===== config.mk =====
export PLATFORM = sky130hd
export DESIGN_NAME = irq_bus_seq
export DESIGN_NICKNAME = d
export VERILOG_FILES = /design/src/rtl/irq_seq_pkg.sv /design/src/rtl/irq_rst_filter.sv /design/src/rtl/irq_nmi_edge.sv /design/src/rtl/irq_arbiter.sv /design/src/rtl/irq_bus_seq.sv
export SDC_FILE = /design/constraint.sdc
export NUM_CORES = 1
export LEC_CHECK = 0
export ABC_CLOCK_PERIOD_IN_PS = 2400
export BUFFER_PORTS_ARGS = -buffer_cell sky130_fd_sc_hd__buf_2
export CORE_UTILIZATION = 40
export CTS_BUF_LIST = sky130_fd_sc_hd__clkbuf_8
export CTS_CLUSTER_DIAMETER = 120
export DETAILED_ROUTE_END_ITERATION = 6
export PLACE_DENSITY = 0.81
export REMOVE_ABC_BUFFERS = 1
export SYNTH_ARGS = -nofsm -noshare
export SYNTH_HDL_FRONTEND = slang
export SYNTH_SLANG_ARGS = --single-unit

===== constraint.sdc =====
create_clock -name clk -period 2.4 [get_ports clk]
set_clock_uncertainty 0.2 [all_clocks]
set_input_delay 0.24 -clock clk [delete_from_list [all_inputs] [get_ports clk]]
set_output_delay 0.24 -clock clk [all_outputs]
set_load 0.05 [all_outputs]

===== src/rtl/irq_seq_pkg.sv =====
package irq_seq_pkg;

   typedef enum logic [1:0] {
      SRC_RESET = 2'd0,
      SRC_RST   = 2'd1,
      SRC_NMI   = 2'd2,
      SRC_INT   = 2'd3
   } vec_src_e;

   typedef struct packed {
      logic grant;
      logic take_nmi;
      logic take_int;
      logic take_rst;
   } decision_t;

   localparam logic [1:0] MODE_VECTORED_FIXED = 2'd1;
   localparam logic [1:0] MODE_RESERVED       = 2'd3;

endpackage


===== src/rtl/irq_rst_filter.sv =====
module irq_rst_filter #(
   parameter int MIN_LOW = 3
) (
   input  logic clk,
   input  logic reset_n,
   output logic in_reset,
   output logic leaving
);
   localparam int CW = $clog2(MIN_LOW + 1);
   localparam logic [CW-1:0] FULL = CW'(MIN_LOW);

   logic [CW-1:0] low_cnt;

   always_ff @(posedge clk) begin
      if (reset_n)
         low_cnt <= '0;
      else if (low_cnt != FULL)
         low_cnt <= low_cnt + 1'b1;
   end

   assign in_reset = (low_cnt == FULL);
   assign leaving  = in_reset & reset_n;

endmodule


===== src/rtl/irq_nmi_edge.sv =====
module irq_nmi_edge #(
   parameter int SYNC_STAGES = 0
) (
   input  logic clk,
   input  logic in_reset,
   input  logic nmi_n,
   input  logic accept,
   output logic pending
);
   logic nmi_s;
   logic nmi_prev;

   generate
      if (SYNC_STAGES == 0) begin : g_direct
         assign nmi_s = nmi_n;
      end else begin : g_sync
         logic [SYNC_STAGES-1:0] chain;
         always_ff @(posedge clk) begin
            if (in_reset)
               chain <= '1;
            else
               chain <= {chain[SYNC_STAGES-2:0], nmi_n};
         end
         assign nmi_s = chain[SYNC_STAGES-1];
      end
   endgenerate

   logic fall;
   assign fall = nmi_prev & ~nmi_s;

   always_ff @(posedge clk) begin
      if (in_reset) begin
         nmi_prev <= 1'b1;
         pending  <= 1'b0;
      end else begin
         nmi_prev <= nmi_s;
         pending  <= fall | (pending & ~accept);
      end
   end

endmodule


===== src/rtl/irq_arbiter.sv =====
module irq_arbiter
   import irq_seq_pkg::*;
#(
   parameter int          ADDR_W   = 16,
   parameter int          RST_SLOT = 8,
   parameter logic [15:0] NMI_VEC  = 16'h0066,
   parameter logic [15:0] INT_VEC  = 16'h0038
) (
   input  logic              instr_end,
   input  logic              halted,
   input  logic              mc_end,
   input  logic              busreq_n,
   input  logic              busack,
   input  logic              nmi_pend,
   input  logic              iff1,
   input  logic              int_n,
   input  logic              rst_instr,
   input  logic [2:0]        rst_num,
   input  logic [1:0]        im_mode,
   output decision_t         dec,
   output vec_src_e          src,
   output logic [ADDR_W-1:0] addr,
   output logic              emit_vec,
   output logic              ext_ack
);
   localparam int SLOT_SH = $clog2(RST_SLOT);

   logic boundary;
   logic blocked;
   logic [ADDR_W-1:0] rst_addr;

   assign boundary = instr_end | halted;
   assign dec.grant = mc_end & ~busreq_n & ~busack;
   assign blocked  = busack | dec.grant;

   assign dec.take_nmi = boundary & ~blocked & nmi_pend;
   assign dec.take_int = boundary & ~blocked & ~nmi_pend & iff1 & ~int_n;
   assign dec.take_rst = rst_instr & ~blocked & ~dec.take_nmi & ~dec.take_int;

   generate
      if (SLOT_SH == 0) begin : g_byte_slot
         assign rst_addr = ADDR_W'(rst_num);
      end else begin : g_wide_slot
         assign rst_addr = ADDR_W'(rst_num) << SLOT_SH;
      end
   endgenerate

   always_comb begin
      src      = SRC_RST;
      addr     = rst_addr;
      emit_vec = 1'b0;
      ext_ack  = 1'b0;
      if (dec.take_nmi) begin
         src      = SRC_NMI;
         addr     = ADDR_W'(NMI_VEC);
         emit_vec = 1'b1;
      end else if (dec.take_int) begin
         src  = SRC_INT;
         addr = ADDR_W'(INT_VEC);
         if (im_mode == MODE_VECTORED_FIXED)
            emit_vec = 1'b1;
         else
            ext_ack = 1'b1;
      end else if (dec.take_rst) begin
         emit_vec = 1'b1;
      end
   end

endmodule


===== src/rtl/irq_bus_seq.sv =====
module irq_bus_seq
   import irq_seq_pkg::*;
#(
   parameter int          ADDR_W          = 16,
   parameter int          RST_MIN_CLKS    = 3,
   parameter int          NMI_SYNC_STAGES = 0,
   parameter int          RST_SLOT        = 8,
   parameter logic [15:0] NMI_VEC         = 16'h0066,
   parameter logic [15:0] INT_VEC         = 16'h0038
) (
   input  logic              clk,
   input  logic              reset_n,
   input  logic              busreq_n,
   input  logic              nmi_n,
   input  logic              int_n,
   input  logic              mc_end,
   input  logic              instr_end,
   input  logic              halted,
   input  logic              cmd_ei,
   input  logic              cmd_di,
   input  logic              cmd_im_we,
   input  logic [1:0]        cmd_im,
   input  logic              rst_instr,
   input  logic [2:0]        rst_num,
   output logic              busack,
   output logic              vec_valid,
   output logic [1:0]        vec_src,
   output logic [ADDR_W-1:0] vec_addr,
   output logic              int_ext_ack,
   output logic              halt_release,
   output logic              iff1,
   output logic              iff2,
   output logic [1:0]        im_mode
);
   localparam int SLOT_TOP = RST_SLOT * 8;

   generate
      if (RST_MIN_CLKS < 1) begin : g_bad_rst
         $error("RST_MIN_CLKS must be at least 1");
      end
      if (NMI_SYNC_STAGES == 1 || NMI_SYNC_STAGES < 0) begin : g_bad_sync
         $error("NMI_SYNC_STAGES must be 0 or at least 2");
      end
      if ((RST_SLOT & (RST_SLOT - 1)) != 0 || RST_SLOT < 1) begin : g_bad_slot
         $error("RST_SLOT must be a power of two");
      end
      if (ADDR_W < 8 || SLOT_TOP > (1 << ADDR_W)) begin : g_bad_addr
         $error("ADDR_W too narrow for the restart slots");
      end
   endgenerate

   logic in_reset;
   logic leaving;
   logic nmi_pend;
   decision_t dec;
   vec_src_e  nxt_src;
   logic [ADDR_W-1:0] nxt_addr;
   logic nxt_emit;
   logic nxt_ext;

   irq_rst_filter #(.MIN_LOW(RST_MIN_CLKS)) u_rst (
      .clk      (clk),
      .reset_n  (reset_n),
      .in_reset (in_reset),
      .leaving  (leaving)
   );

   irq_nmi_edge #(.SYNC_STAGES(NMI_SYNC_STAGES)) u_nmi (
      .clk      (clk),
      .in_reset (in_reset),
      .nmi_n    (nmi_n),
      .accept   (dec.take_nmi),
      .pending  (nmi_pend)
   );

   irq_arbiter #(
      .ADDR_W   (ADDR_W),
      .RST_SLOT (RST_SLOT),
      .NMI_VEC  (NMI_VEC),
      .INT_VEC  (INT_VEC)
   ) u_arb (
      .instr_end (instr_end),
      .halted    (halted),
      .mc_end    (mc_end),
      .busreq_n  (busreq_n),
      .busack    (busack),
      .nmi_pend  (nmi_pend),
      .iff1      (iff1),
      .int_n     (int_n),
      .rst_instr (rst_instr),
      .rst_num   (rst_num),
      .im_mode   (im_mode),
      .dec       (dec),
      .src       (nxt_src),
      .addr      (nxt_addr),
      .emit_vec  (nxt_emit),
      .ext_ack   (nxt_ext)
   );

   // bus grant
   always_ff @(posedge clk) begin
      if (in_reset)
         busack <= 1'b0;
      else if (busack)
         busack <= ~busreq_n;
      else
         busack <= dec.grant;
   end

   // enable flops
   always_ff @(posedge clk) begin
      if (in_reset) begin
         iff1 <= 1'b0;
         iff2 <= 1'b0;
      end else if (dec.take_nmi) begin
         iff2 <= iff1;
         iff1 <= 1'b0;
      end else if (dec.take_int) begin
         iff1 <= 1'b0;
         iff2 <= 1'b0;
      end else if (cmd_ei) begin
         iff1 <= 1'b1;
         iff2 <= 1'b1;
      end else if (cmd_di) begin
         iff1 <= 1'b0;
         iff2 <= 1'b0;
      end
   end

   // interrupt mode
   always_ff @(posedge clk) begin
      if (in_reset)
         im_mode <= 2'd0;
      else if (cmd_im_we && cmd_im != MODE_RESERVED)
         im_mode <= cmd_im;
   end

   // vector and strobes
   always_ff @(posedge clk) begin
      if (in_reset) begin
         vec_valid    <= leaving;
         vec_src      <= SRC_RESET;
         vec_addr     <= '0;
         int_ext_ack  <= 1'b0;
         halt_release <= 1'b0;
      end else begin
         vec_valid    <= nxt_emit;
         vec_src      <= nxt_src;
         vec_addr     <= nxt_addr;
         int_ext_ack  <= nxt_ext;
         halt_release <= halted & (dec.take_nmi | dec.take_int);
      end
   end

endmodule


==> results_dict.tcl, run 1 <==
set metrics [dict create \
    status "finished with violations" \
    violations "negative hold slack" \
    post-route-drc-count 0 \
    start_kind "input port" \
    worstPathArrival_ns 1.70 \
    cts_tree "done" \
    cts_buffers 3 \
    diodes 0 \
    r2r_slack_ns 0.89 \
    hpwl_mm 1.14 \
    viasPerCell 4.51 \
    yosys_most_used_dff "dfxtp_1" \
    die_area_mm2 0.00219 \
    clockBufferDepth 2 \
    async_reset_ff_share_pct 0 \
    antenna_found_initial 0 \
    synth_area_leaders "dfxtp_1, buf_4, nor2_1" \
    die_h_um 46.8 \
    ys_seq_area_share_pct 44.8 \
    ir_drop_v 0.000472 \
    core_area_mm2 0.00180 \
    fin_crit_sh_pct 73.2 \
    synthesis.area_um2 805 \
    initial_core_util_pct 44.7 \
    grt_pass1_wl_mm 2.19 \
    wl_per_cell_um 10.2 \
    hold_violations 1 \
    worstHoldPathType "input port to flop" \
    finalNetCount 138 \
    h-tree-depth 1 \
    clk_pin_slew_ns 0.07 \
    ant_nets 0 \
    synth_edf_count 0 \
    setup_tns_ns 0 \
    yosys-top-cells-count "dfxtp_1, buf_4, nor2_1" \
    p_per_area_mw_per_mm2 1010 \
    layout-drive-gt1-share_pct 39.5 \
    wl_mm 1.46 \
    clk_latency_ns 0.25 \
    ys_ff_latch 18 \
    place_inst 136 \
    synth_area_per_cell_um2 9.69 \
    fin_hold_ws_ns -0.00578 \
    portBuffers 32 \
    grt_max_degree 13 \
    ios 43 \
    path_max_fanout 5 \
    fill_cells 173 \
    setup_viol 0 \
    syn_inst 83 \
    grt_setup_unrepaired "no" \
    yosysMostFrequentCell "dfxtp_1" \
    vias 650 \
    grt.total_usage_pct 14.3 \
    critPathCaptureType "flop" \
    seqCellArea_um2 360 \
    die_w_um 46.8 \
    leakage_nw 0.499 \
    max_freq_mhz 570 \
    drt_iter0_markers 10 \
    synth_warnings 0 \
    cts-root-buf "clkbuf_8" \
    final_cells 144 \
    gr-total-overflow 0 \
    rows 15 \
    yosysTopAreaCell "dfxtp_1" \
    cts_sinks 18 \
    drv_slew 0 \
    place.gp.congestion 0.737 \
    drt_first_pass_iters 4 \
    fin_crit_ns 1.76 \
    area_delta_synth_final_pct 28.1 \
    cts_resized 0 \
    yosysUniqueCellTypes 34 \
    yosys.area.top_type_share_pct 44.8 \
    crit_type "input port to flop" \
    drv_cap 0 \
    multi_input_area_um2 373 \
    first_global_vias 542 \
    critPathRequiredTime_ns 2.34 \
]
[placed cells by master, fill, tap and decap left out, types with 2 or more instances in the layout]
cell,netlist,final
a21oi_1,2,2
inv_1,2,2
a21oi_2,2,2
nor2_1,11,11
buf_2,0,32
clkbuf_8,0,4
conb_1,1,10
dfxtp_1,18,18
o21a_1,2,2
nor3_1,6,6
nor2b_1,3,3
dlygate4sd3_1,0,4
[metal layers]
layer  up-vias  share of wire (%)  global-route usage (%)
met4         0                1.2                    5.14
met2        34                 50                    25.0
met1       284                 42                    16.8
met5         -                  0                       0
li1        330                  -                       -
met3         2                6.8                    3.46
[per-stage QoR]
stage	power, W	hold WS, ns	area, um2	setup slack [ns]	util, %
detailed placement	0.000799	0.248	936	0.845	51.9
global placement	0.000788	0.242	936	0.872	51.9
finish	0.00104	-0.00578	1030	0.644	57.2
global route	0.00109	0.00723	1030	0.590	57.2
CTS	0.00104	0.00129	1030	0.650	57.2
floorplan	0.000713	0.112	744	0.676	-
[cell type report]
class | instances | area share [%]
repair buffers | 36 | 19.4
multi-input cells | 58 | 36.2
clock buffers | 4 | 5.34
well taps | 25 | 3.03
inverters | 3 | 1.09
flip-flops and latches | 18 | 35.0
[worst max-delay path, cell delays in order]
cell and delay (ns):
dlygate4sd3_1 0.52, buf_2 0.13, nor2b_4 0.06, or3_2 0.48
o211ai_1 0.19, o21ai_1 0.08
[kinds of logic (layout without fill, tap and decap cells)]
kind of cell    after synthesis  after routing  synth area share [%]
fa+ha+maj                     1              1                  1.55
buf+inv                      16             43                  13.1
other cells                   1             10                 0.466
xor+xnor                      1              1                  1.09
mux                           1              1                  1.24
compound gates               12             12                  12.9
flops                        18             18                  44.8
simple gates                 33             33                  24.9
[power by group]
| group | total [W] | switching [W] | internal, W |
|---|---|---|---|
| Sequential | 0.000392 | 0.0000353 | 0.000357 |
| Clock | 0.000244 | 0.0000988 | 0.000146 |
| Combinational | 0.000402 | 0.000295 | 0.000107 |
| Total | 0.00104 | 0.000429 | 0.000610 |
[final timing paths]
kind | start | to | depth (start not counted)
hold / removal | rst_num[2] | vec_addr[5] | 3
setup reg to reg | u_rst.low_cnt[0] | iff2 | 4
setup / recovery | busreq_n | iff2 | 6
hold reg to reg | iff1 | iff2 | 2
[registers in the layout (all words and copies together), names as in the netlist]
register        flops
busack              1
halt_release        1
iff1                1
iff2                1
im_mode             2
int_ext_ack         1
u_nmi.nmi_prev      1
u_nmi.pending       1
u_rst.low_cnt       2
vec_addr            4
vec_src             2
vec_valid           1
[what timing repair did]
action                                 CTS  global route
hold buffers                             4             0
setup buffers                            0             0
endpoints found under the hold margin    5             0
Note: power is estimated with default switching activity, not from simulation.
==> run 2, diff against run 1 <==
Settings changed: ABC_CLOCK_PERIOD_IN_PS 2400 to 1600, PLACE_DENSITY 0.81 to 0.83.
Clock period 2.4 ns to 1.6 ns, I/O delays scaled along.
==> results_dict.tcl, run 2 (synthesis gave the netlist of run 1 again) <==
set metrics [dict create \
    cts_resized 0 \
    grt_max_degree 11 \
    dp_slack_ns 0.121 \
    place.gp.congestion 0.711 \
    path_max_fanout 7 \
    die_area_mm2 0.00219 \
    ir_drop_v 0.000632 \
    portBuffers 32 \
    drt_iter0_markers 1 \
    fin_crit_sh_pct 93.1 \
    regMostFlops "vec_addr" \
    setup_tns_ns 0 \
    vias 679 \
    die_w_um 46.8 \
    wl_per_cell_um 10.1 \
    rows 15 \
    worst-path-buf-inv 0 \
    critPathCaptureType "flop" \
    layout-drive-gt1-share_pct 40.0 \
    cts-root-buf "clkbuf_8" \
    die_h_um 46.8 \
    antenna_found_initial 0 \
    cp_slowest_cell "or3_2" \
    r2r_slack_ns 0.11 \
    crit_chain "or3_2, o211ai_1, o21ai_1" \
    clk_latency_ns 0.25 \
    grt.total_usage_pct 15.4 \
    fill_cells 156 \
    hpwl_mm 1.15 \
    drt_first_pass_iters 2 \
    design_area_mm2 0.00108 \
    largest_reg_flops 4 \
    placedInstanceArea_um2 958 \
    worstPathArrival_ns 1.43 \
    start_kind "flop" \
    critPathRequiredTime_ns 1.54 \
    cts_tree "done" \
    post_cts_buffers 0 \
    hold_violations 0 \
    drv_slew 0 \
    p_per_area_mw_per_mm2 1450 \
    finalNetCount 144 \
    fin_crit_ns 1.49 \
    status "complete, no violations" \
    area_delta_synth_final_pct 34.7 \
    critical-path-max-stage-delay_ns 0.53 \
    post-route-drc-count 0 \
    first_global_vias 620 \
    ios 43 \
    final_cell_mix "buf_2, dfxtp_1, nor2_1" \
    h-tree-depth 1 \
    critical-path-top-delay-family "simple AND/OR/NAND/NOR gates" \
    final_core_util_pct 60.1 \
    drv_cap 0 \
    layout_setup_ws_ns 0.110 \
    leakage_nw 0.528 \
    diodes 0 \
    worstHoldPathType "input port to flop" \
    crit_type "flop to flop" \
    grt_setup_unrepaired "no" \
    viasPerCell 4.53 \
    initial_core_util_pct 44.7 \
    wl_mm 1.52 \
    mostFrequentLayoutCell "buf_2" \
    grt_pass1_wl_mm 2.36 \
    core_area_mm2 0.00180 \
    ant_nets 0 \
    clk_pin_slew_ns 0.06 \
    clockBufferDepth 2 \
    hold_buffers 7 \
    cts_buffers 3 \
    cts_sinks 18 \
    max_freq_mhz 671 \
    gr-total-overflow 0 \
    setup_viol 0 \
]
==> run 2: cell types whose count changed in the layout (fill, tap and decap cells not counted) <==
cell           delta
buf_4             +3
dlygate4sd3_1     +3
==> run 2: area by class of cell <==
type | count | area, um2 | share of cell area (%)
clock buffers | 4 | 55.1 | 5.08
inverters | 3 | 11.3 | 1.04
multi-input cells | 58 | 373 | 34.4
flip-flops and latches | 18 | 360 | 33.3
well taps | 25 | 31.3 | 2.89
repair buffers | 42 | 253 | 23.3
==> run 2: path summary, 6_finish.rpt <==
| path | startpoint | end | cells after the start |
|---|---|---|---|
| max | busack | iff2 | 3 |
| min | cmd_ei | iff1 | 3 |
| max reg2reg | busack | iff2 | 3 |
| min reg2reg | u_rst.low_cnt[1] | u_rst.low_cnt[1] | 2 |
==> run 2: stage by stage <==
stage / total power (W) / hold slack, ns / instances
2_1_floorplan: 0.00107 / 0.0324 / 79
3_3_place_gp: 0.00119 / 0.165 / 139
3_5_place_dp: 0.00121 / 0.168 / 139
4_1_cts: 0.00158 / 0.0116 / 150
5_1_grt: 0.00166 / 0.0108 / 150
6_report: 0.00157 / 0.00967 / 150
==> run 2: routing by layer <==
layer	global-route usage (%)	up-vias	wire length, um
li1	-	340	-
met1	16.6	301	656
met2	27.8	33	735
met3	3.46	5	101
met4	8.57	0	26
met5	0	-	0
==> run 2: report_power, final <==
part           internal (W)  switching [W]  leakage [nW]
clock              0.000218       0.000140        0.0288
sequential         0.000536      0.0000538         0.150
combinational      0.000174       0.000449         0.348
==> run 2: worst register-to-register path, cell delays in order, from the launching register on <==
cell      delay (ns)
dfxtp_1         0.38
or3_2           0.53
o211ai_1        0.18
o21ai_1         0.08
